===== config.mk =====
export PLATFORM = sky130hd
export DESIGN_NAME = rxec_classifier
export DESIGN_NICKNAME = d
export VERILOG_FILES = /design/src/rtl/rxec_pkg.sv /design/src/rtl/rxec_decide.sv /design/src/rtl/rxec_hunt.sv /design/src/rtl/rxec_satcnt.sv /design/src/rtl/rxec_classifier.sv
export SDC_FILE = /design/constraint.sdc
export NUM_CORES = 1
export LEC_CHECK = 0
export ABC_AREA = 0
export CAP_MARGIN = 20
export CORE_MARGIN = 3
export CORE_UTILIZATION = 47
export CTS_BUF_LIST = sky130_fd_sc_hd__clkbuf_4 sky130_fd_sc_hd__clkbuf_8
export CTS_CLUSTER_SIZE = 20
export DETAILED_ROUTE_END_ITERATION = 10
export GPL_TIMING_DRIVEN = 1
export PLACE_DENSITY = 0.78
export SLEW_MARGIN = 25
export SYNTH_ARGS = -nofsm -noshare
export SYNTH_HDL_FRONTEND = slang
export SYNTH_SLANG_ARGS = --single-unit

===== constraint.sdc =====
create_clock -name clk -period 1.82 [get_ports clk]
set_input_delay 0.364 -clock clk [delete_from_list [all_inputs] [get_ports clk]]
set_output_delay 0.364 -clock clk [all_outputs]
set_load 0.01 [all_outputs]

===== src/rtl/rxec_pkg.sv =====
package rxec_pkg;
   localparam int NUM_CNT  = 3;
   localparam int FLG_OV   = 0;
   localparam int FLG_CR   = 1;
   localparam int FLG_NO   = 2;
   localparam int CNT_DISC = 0;
   localparam int CNT_ALGN = 1;
   localparam int CNT_CRC  = 2;

   typedef enum logic [2:0] {
      CLS_NONE,
      CLS_OVERRUN,
      CLS_BUSY,
      CLS_CRCERR,
      CLS_ALIGN,
      CLS_GOOD
   } cls_e;

   typedef struct packed {
      logic               close;
      logic               rxf;
      logic               busy;
      logic               hunt;
      logic [2:0]         flags;
      logic [NUM_CNT-1:0] inc;
   } act_t;
endpackage


===== src/rtl/rxec_decide.sv =====
module rxec_decide
   import rxec_pkg::*;
#(
   parameter int RES_W = 3
) (
   input  logic             hunting,
   input  logic             fifo_ovr,
   input  logic             no_buf,
   input  logic             frame_end,
   input  logic             crc_ok,
   input  logic [RES_W-1:0] res_bits,
   output act_t             act
);
   cls_e cls;
   logic non_octet;

   assign non_octet = |res_bits;

   always_comb begin
      cls = CLS_NONE;
      if (!hunting) begin
         if (fifo_ovr)                   cls = CLS_OVERRUN;
         else if (no_buf)                cls = CLS_BUSY;
         else if (frame_end && crc_ok)   cls = CLS_GOOD;
         else if (frame_end && non_octet) cls = CLS_ALIGN;
         else if (frame_end)             cls = CLS_CRCERR;
      end
   end

   always_comb begin
      act = '0;
      case (cls)
         CLS_OVERRUN: begin
            act.close          = 1'b1;
            act.rxf            = 1'b1;
            act.hunt           = 1'b1;
            act.flags[FLG_OV]  = 1'b1;
            act.inc[CNT_DISC]  = 1'b1;
         end
         CLS_BUSY: begin
            act.busy           = 1'b1;
            act.inc[CNT_DISC]  = 1'b1;
         end
         CLS_CRCERR: begin
            act.close          = 1'b1;
            act.rxf            = 1'b1;
            act.hunt           = 1'b1;
            act.flags[FLG_CR]  = 1'b1;
            act.inc[CNT_CRC]   = 1'b1;
         end
         CLS_ALIGN: begin
            act.close          = 1'b1;
            act.rxf            = 1'b1;
            act.flags[FLG_NO]  = 1'b1;
            act.inc[CNT_ALGN]  = 1'b1;
         end
         CLS_GOOD: begin
            act.close          = 1'b1;
            act.rxf            = 1'b1;
         end
         default: act = '0;
      endcase
   end
endmodule


===== src/rtl/rxec_hunt.sv =====
module rxec_hunt (
   input  logic clk,
   input  logic rst_n,
   input  logic enter,
   input  logic sof,
   output logic hunting
);
   always_ff @(posedge clk or negedge rst_n) begin
      if (!rst_n)                hunting <= 1'b0;
      else if (enter)            hunting <= 1'b1;
      else if (hunting && sof)   hunting <= 1'b0;
   end

   assert_hunt_hold_R7: assert property (@(posedge clk) disable iff (!rst_n)
      (hunting && !sof) |=> hunting);
   assert_hunt_exit_R7: assert property (@(posedge clk) disable iff (!rst_n)
      (hunting && sof && !enter) |=> !hunting);
endmodule


===== src/rtl/rxec_satcnt.sv =====
module rxec_satcnt #(
   parameter int W = 16
) (
   input  logic         clk,
   input  logic         rst_n,
   input  logic         inc,
   input  logic         clr,
   output logic [W-1:0] q
);
   localparam logic [W-1:0] TOP = {W{1'b1}};

   always_ff @(posedge clk or negedge rst_n) begin
      if (!rst_n)                  q <= '0;
      else if (clr)                q <= '0;
      else if (inc && q != TOP)    q <= q + 1'b1;
   end

   assert_no_wrap_R9: assert property (@(posedge clk) disable iff (!rst_n)
      (q == TOP && !clr) |=> q == TOP);
   assert_step_one_R9: assert property (@(posedge clk) disable iff (!rst_n)
      (inc && !clr && q != TOP) |=> q == $past(q) + 1'b1);
   assert_clear_wins_R10: assert property (@(posedge clk) disable iff (!rst_n)
      clr |=> q == '0);
endmodule


===== src/rtl/rxec_classifier.sv =====
module rxec_classifier
   import rxec_pkg::*;
#(
   parameter int CNT_W = 16,
   parameter int RES_W = 3
) (
   input  logic             clk,
   input  logic             rst_n,
   input  logic             sof,
   input  logic             frame_end,
   input  logic             crc_ok,
   input  logic [RES_W-1:0] res_bits,
   input  logic             fifo_ovr,
   input  logic             no_buf,
   input  logic [2:0]       ctr_clr,
   output logic             buf_close,
   output logic [2:0]       st_flags,
   output logic             ev_rxf,
   output logic             ev_busy,
   output logic             hunt_cmd,
   output logic             hunting,
   output logic [CNT_W-1:0] cnt_discard,
   output logic [CNT_W-1:0] cnt_align,
   output logic [CNT_W-1:0] cnt_crc
);
   if (CNT_W < 2 || CNT_W > 32) begin : g_bad_cnt_w
      $error("rxec_classifier: CNT_W must lie in 2..32");
   end
   if (RES_W < 1 || RES_W > 4) begin : g_bad_res_w
      $error("rxec_classifier: RES_W must lie in 1..4");
   end

   act_t act;
   act_t act_q;
   logic [CNT_W-1:0] cnt_q [NUM_CNT];

   rxec_decide #(.RES_W(RES_W)) u_decide (
      .hunting   (hunting),
      .fifo_ovr  (fifo_ovr),
      .no_buf    (no_buf),
      .frame_end (frame_end),
      .crc_ok    (crc_ok),
      .res_bits  (res_bits),
      .act       (act)
   );

   rxec_hunt u_hunt (
      .clk     (clk),
      .rst_n   (rst_n),
      .enter   (act.hunt),
      .sof     (sof),
      .hunting (hunting)
   );

   always_ff @(posedge clk or negedge rst_n) begin
      if (!rst_n) act_q <= '0;
      else        act_q <= act;
   end

   for (genvar i = 0; i < NUM_CNT; i++) begin : g_cnt
      rxec_satcnt #(.W(CNT_W)) u_cnt (
         .clk   (clk),
         .rst_n (rst_n),
         .inc   (act.inc[i]),
         .clr   (ctr_clr[i]),
         .q     (cnt_q[i])
      );
   end

   assign buf_close   = act_q.close;
   assign ev_rxf      = act_q.rxf;
   assign ev_busy     = act_q.busy;
   assign hunt_cmd    = act_q.hunt;
   assign st_flags    = act_q.flags;
   assign cnt_discard = cnt_q[CNT_DISC];
   assign cnt_align   = cnt_q[CNT_ALGN];
   assign cnt_crc     = cnt_q[CNT_CRC];

   assert_flags_onehot_R8: assert property (@(posedge clk) disable iff (!rst_n)
      $onehot0(st_flags));
   assert_flags_need_close_R11: assert property (@(posedge clk) disable iff (!rst_n)
      (|st_flags) |-> buf_close);
   assert_busy_no_close_R3: assert property (@(posedge clk) disable iff (!rst_n)
      ev_busy |-> !buf_close && !ev_rxf);
   assert_hunt_cmd_state_R2: assert property (@(posedge clk) disable iff (!rst_n)
      hunt_cmd |-> hunting);
   assert_ignore_in_hunt_R7: assert property (@(posedge clk) disable iff (!rst_n)
      (hunting && (frame_end || fifo_ovr || no_buf)) |=> !buf_close && !ev_busy);
endmodule


==> key figures <==
Power and ir drop
  – Total power: 2236 µW
  – Worst vdd ir: 327.2 µV
  – Lkg Pwr: 0.001964 µW
  – Power per Cell Area: 457.9 nW/µm²

Run
  – Max Cap Violations: 0

Logic synthesis
  – Syn_nets: 338
  – Synth Register Bits: 55
  – Synth Instances: 322
  – Most used flip-flop cell after synthesis: sky130_fd_sc_hd__dfrtp_1
  – Synthesized area: 3008 µm²
  – Post-synth top area share: 45.76%
  – Cell variety after synth: 42
  – Count of warnings emitted by yosys: 0
  – Post-synthesis async set-or-reset flop share: 100.0%
  – EDFF count, synth: 0
  – Ranking of synthesized cells by area: sky130_fd_sc_hd__dfrtp_1 46%, sky130_fd_sc_hd__a21oi_1 7.0%, sky130_fd_sc_hd__or4_1 6.7%
  – Most instantiated cells after synthesis: 55 x sky130_fd_sc_hd__dfrtp_1, 42 x sky130_fd_sc_hd__a21oi_1, 27 x sky130_fd_sc_hd__or4_1
  – Mean instance size in the synthesized netlist: 9.341 µm²
  – Share of the yosys chip area belonging to registers: 45.76%
  – Library cell occupying the most area in the post-synthesis netlist: sky130_fd_sc_hd__dfrtp_1
  – Most common cell in the synthesized netlist: sky130_fd_sc_hd__dfrtp_1

Layout
  – Area growth syn-to-layout: 62.35%
  – Post-route standard cell area excluding fillers: 4883 µm²
  – Share of cells above drive strength 1: 36.40%
  – Non-filler instance count after layout: 553
  – Area occupied by multi-input gates: 1826 µm²
  – Number of nets at the end of the flow: 493
  – Diode insertion count for antenna repair: 0
  – Register area: 1379 µm²
  – Fill cell count: 339

Clocking
  – Total number of clock tree sinks: 55
  – Post-CTS Hold Fix Bufs: 0
  – Clock transition at the register clock pins on the worst setup and hold paths after CTS: 100 ps
  – Clock latency of the later-clocked register in the worst-skew pair: 310 ps
  – Root Buffer Master: sky130_fd_sc_hd__clkbuf_8
  – Number of buffers added by the clock tree synthesis step: 5
  – Clock tree from TritonCTS: yes
  – CTS H-tree lvls: 2
  – Maximum buffer depth of the clock tree: 2

Worst setup path
  – Kind of end point of the critical path: flop
  – Worst-case reg-to-reg path depth: 6
  – Largest stage delay on the critical path: 550 ps
  – Biggest fanout along the worst timing path: 7
  – Slowest library cell on the worst path: sky130_fd_sc_hd__or4b_4
  – CP Data Arrival Time: 2250 ps
  – Element type at the critical path start: primary input
  – Critical path's most frequent cell: sky130_fd_sc_hd__buf_6
  – Category of the critical setup timing path: in2reg
  – Worst Path Required: 2030 ps
  – Series of cell instances along the critical path: buf_6, or4b_4, buf_6, or4_4, o41a_4, o21ba_4

Routing
  – Antenna-violating nets left: 0
  – Via count: 3448
  – Detailed-route vias per instance: 6.235
  – Final routed wirelength across all metal layers: 10.19 mm
  – Wire per inst: 18.42 µm
  – Count of routing violations after the opening detailed-route iteration: 307
  – Initial DRT Pass Iterations: 5
  – DRC errors left: 0

Die
  – Overall die height: 86 µm
  – Total die area: 7396 µm²
  – Initial core utilization: 49.63%
  – Number of core rows: 28
  – Standard cell core area: 6061 µm²
  – Die X-Extent: 86 µm
  – Top-Level Pins: 69

STA
  – Final setup violation count: 14
  – Worst clock skew on the final layout: 15.91 ps
  – Post-route worst setup slack: -222.3 ps
  – Setup TNS: -1980 ps
  – Worst max-slew margin expressed relative to the limit: 64.18%
  – Max Fclk: 489.6 MHz
  – Number of max-slew violations in the final report: 0
  – RSZ-0062 raised after global routing: true
  – Shortest clock period the worst path allows after layout: 2042 ps
  – Transition at the pin with the smallest max-transition slack: 535.7 ps
  – Period utilization: 112.2%
  – Hold violation count in the final report: 0

Global routing
  – Largest net degree at the start of global routing: 56
  – Number of global-route vias before repair: 3244
  – Grt ovf: 0
  – Antenna violations before repair: 0
  – Total global routing track utilization: 25.62%
  – First-pass GRT wire length: 15.48 mm

Place
  – Worst setup timing slack at the placement stage: -830.3 ps
  – Number of placed instances, taps included: 523
  – Port-buffer cells: 68
  – DP Area: 4345 µm²
  – Final weighted congestion in routability-driven placement: 0.8864
  – DP Wirelength: 6.223 mm

Status
  – Status: finished with violations
  – Violated checks: negative setup slack

Worst hold path
  – Kind of path behind the tightest hold check: in2async
[sequential cells by signal (all words and copies together), names as in the netlist]
signal          cells
g_cnt.u_cnt.q      48
st_flags            3
buf_close           1
ev_busy             1
hunt_cmd            1
u_hunt.hunting      1
[power by group]
part           switching [µW]  internal (µW)
registers                12.1           1240
logic                     130            127
clock network             408            324
total                     550           1690
[metal layers]
metal / part of all wire (%) / GRT usage (%) / up-vias
met5: 0 / 0 / -
met4: 1.8 / 7.482 / 0
met3: 6.0 / 3.458 / 22
met2: 51 / 42.75 / 158
met1: 41 / 34.74 / 1701
li1: - / - / 1567
[final timing paths]
| kind | end | slack, ps | startpoint |
|---|---|---|---|
| hold / removal | st_flags[1]$_DFF_PN0_ | 30 | rst_n |
| min in group clk | ev_busy$_DFF_PN0_ | 380 | fifo_ovr |
| setup / recovery | g_cnt[1].u_cnt.q[14]$_DFFE_PN0P_ | -220 | no_buf |
| hold reg to reg | g_cnt[0].u_cnt.q[14]$_DFFE_PN0P_ | 520 | g_cnt[0].u_cnt.q[14]$_DFFE_PN0P_ |
| max in group asynchronous | g_cnt[0].u_cnt.q[7]$_DFFE_PN0P_ | 1520 | rst_n |
| setup reg to reg | g_cnt[1].u_cnt.q[9]$_DFFE_PN0P_ | -170 | g_cnt[1].u_cnt.q[0]$_DFFE_PN0P_ |
[critical path: cells and delay by family]
kind	cells	cell delay, ps
and+or+nand+nor	2	1080
AOI/OAI and AO/OA	2	560
buffers and inverters	2	230
[per-stage QoR]
| stage | util [%] | hold slack (ps) |
|---|---|---|
| after floorplan | - | 68.41 |
| after global placement | 71.70 | 387.0 |
| after detailed placement | 71.70 | 388.5 |
| after CTS | 75.56 | 53.46 |
| after global routing | 80.57 | 50.33 |
| final | 80.57 | 31.17 |
[kinds of logic after synthesis]
| kind of cell | Yosys count | synth area share [%] |
|---|---|---|
| AOI/OAI and AO/OA | 93 | 19.59 |
| adders and majority gates | 3 | 1.248 |
| buffers and inverters | 30 | 4.160 |
| DFF | 55 | 45.76 |
| muxes | 6 | 2.163 |
| and+or+nand+nor | 135 | 27.08 |
[cell usage in the layout (no fill, tap or decap), types with 10 or more instances in the layout]
cell type and instances:
sky130_fd_sc_hd__nand2_1 17, sky130_fd_sc_hd__or4_1 15, sky130_fd_sc_hd__a21oi_1 26, sky130_fd_sc_hd__buf_4 87, sky130_fd_sc_hd__inv_1 14, sky130_fd_sc_hd__clkdlybuf4s50_1 58, sky130_fd_sc_hd__dfrtp_1 53, sky130_fd_sc_hd__a21oi_2 16
sky130_fd_sc_hd__nand4_1 12, sky130_fd_sc_hd__or4_4 13, sky130_fd_sc_hd__o21ai_0 10, sky130_fd_sc_hd__o31ai_1 22, sky130_fd_sc_hd__nand3_1 16
[layout make-up]
class,instances,share of cell area (%)
multi-input combinational,238,37.38
clock inverter,1,0.1025
sequential,55,28.23
timing repair buffer,163,29.44
inverter,14,1.076
tap,75,1.922
clock buffer,7,1.845
[repair_timing]
item,CTS,global route
gates resized for setup,33,52
setup endpoints to repair,36,36
pin swaps,23,24
gates cloned,1,0
buffers inserted,10,11
endpoints found under the hold margin,0,0
No activity file was read; power rests on OpenSTA's default activity.
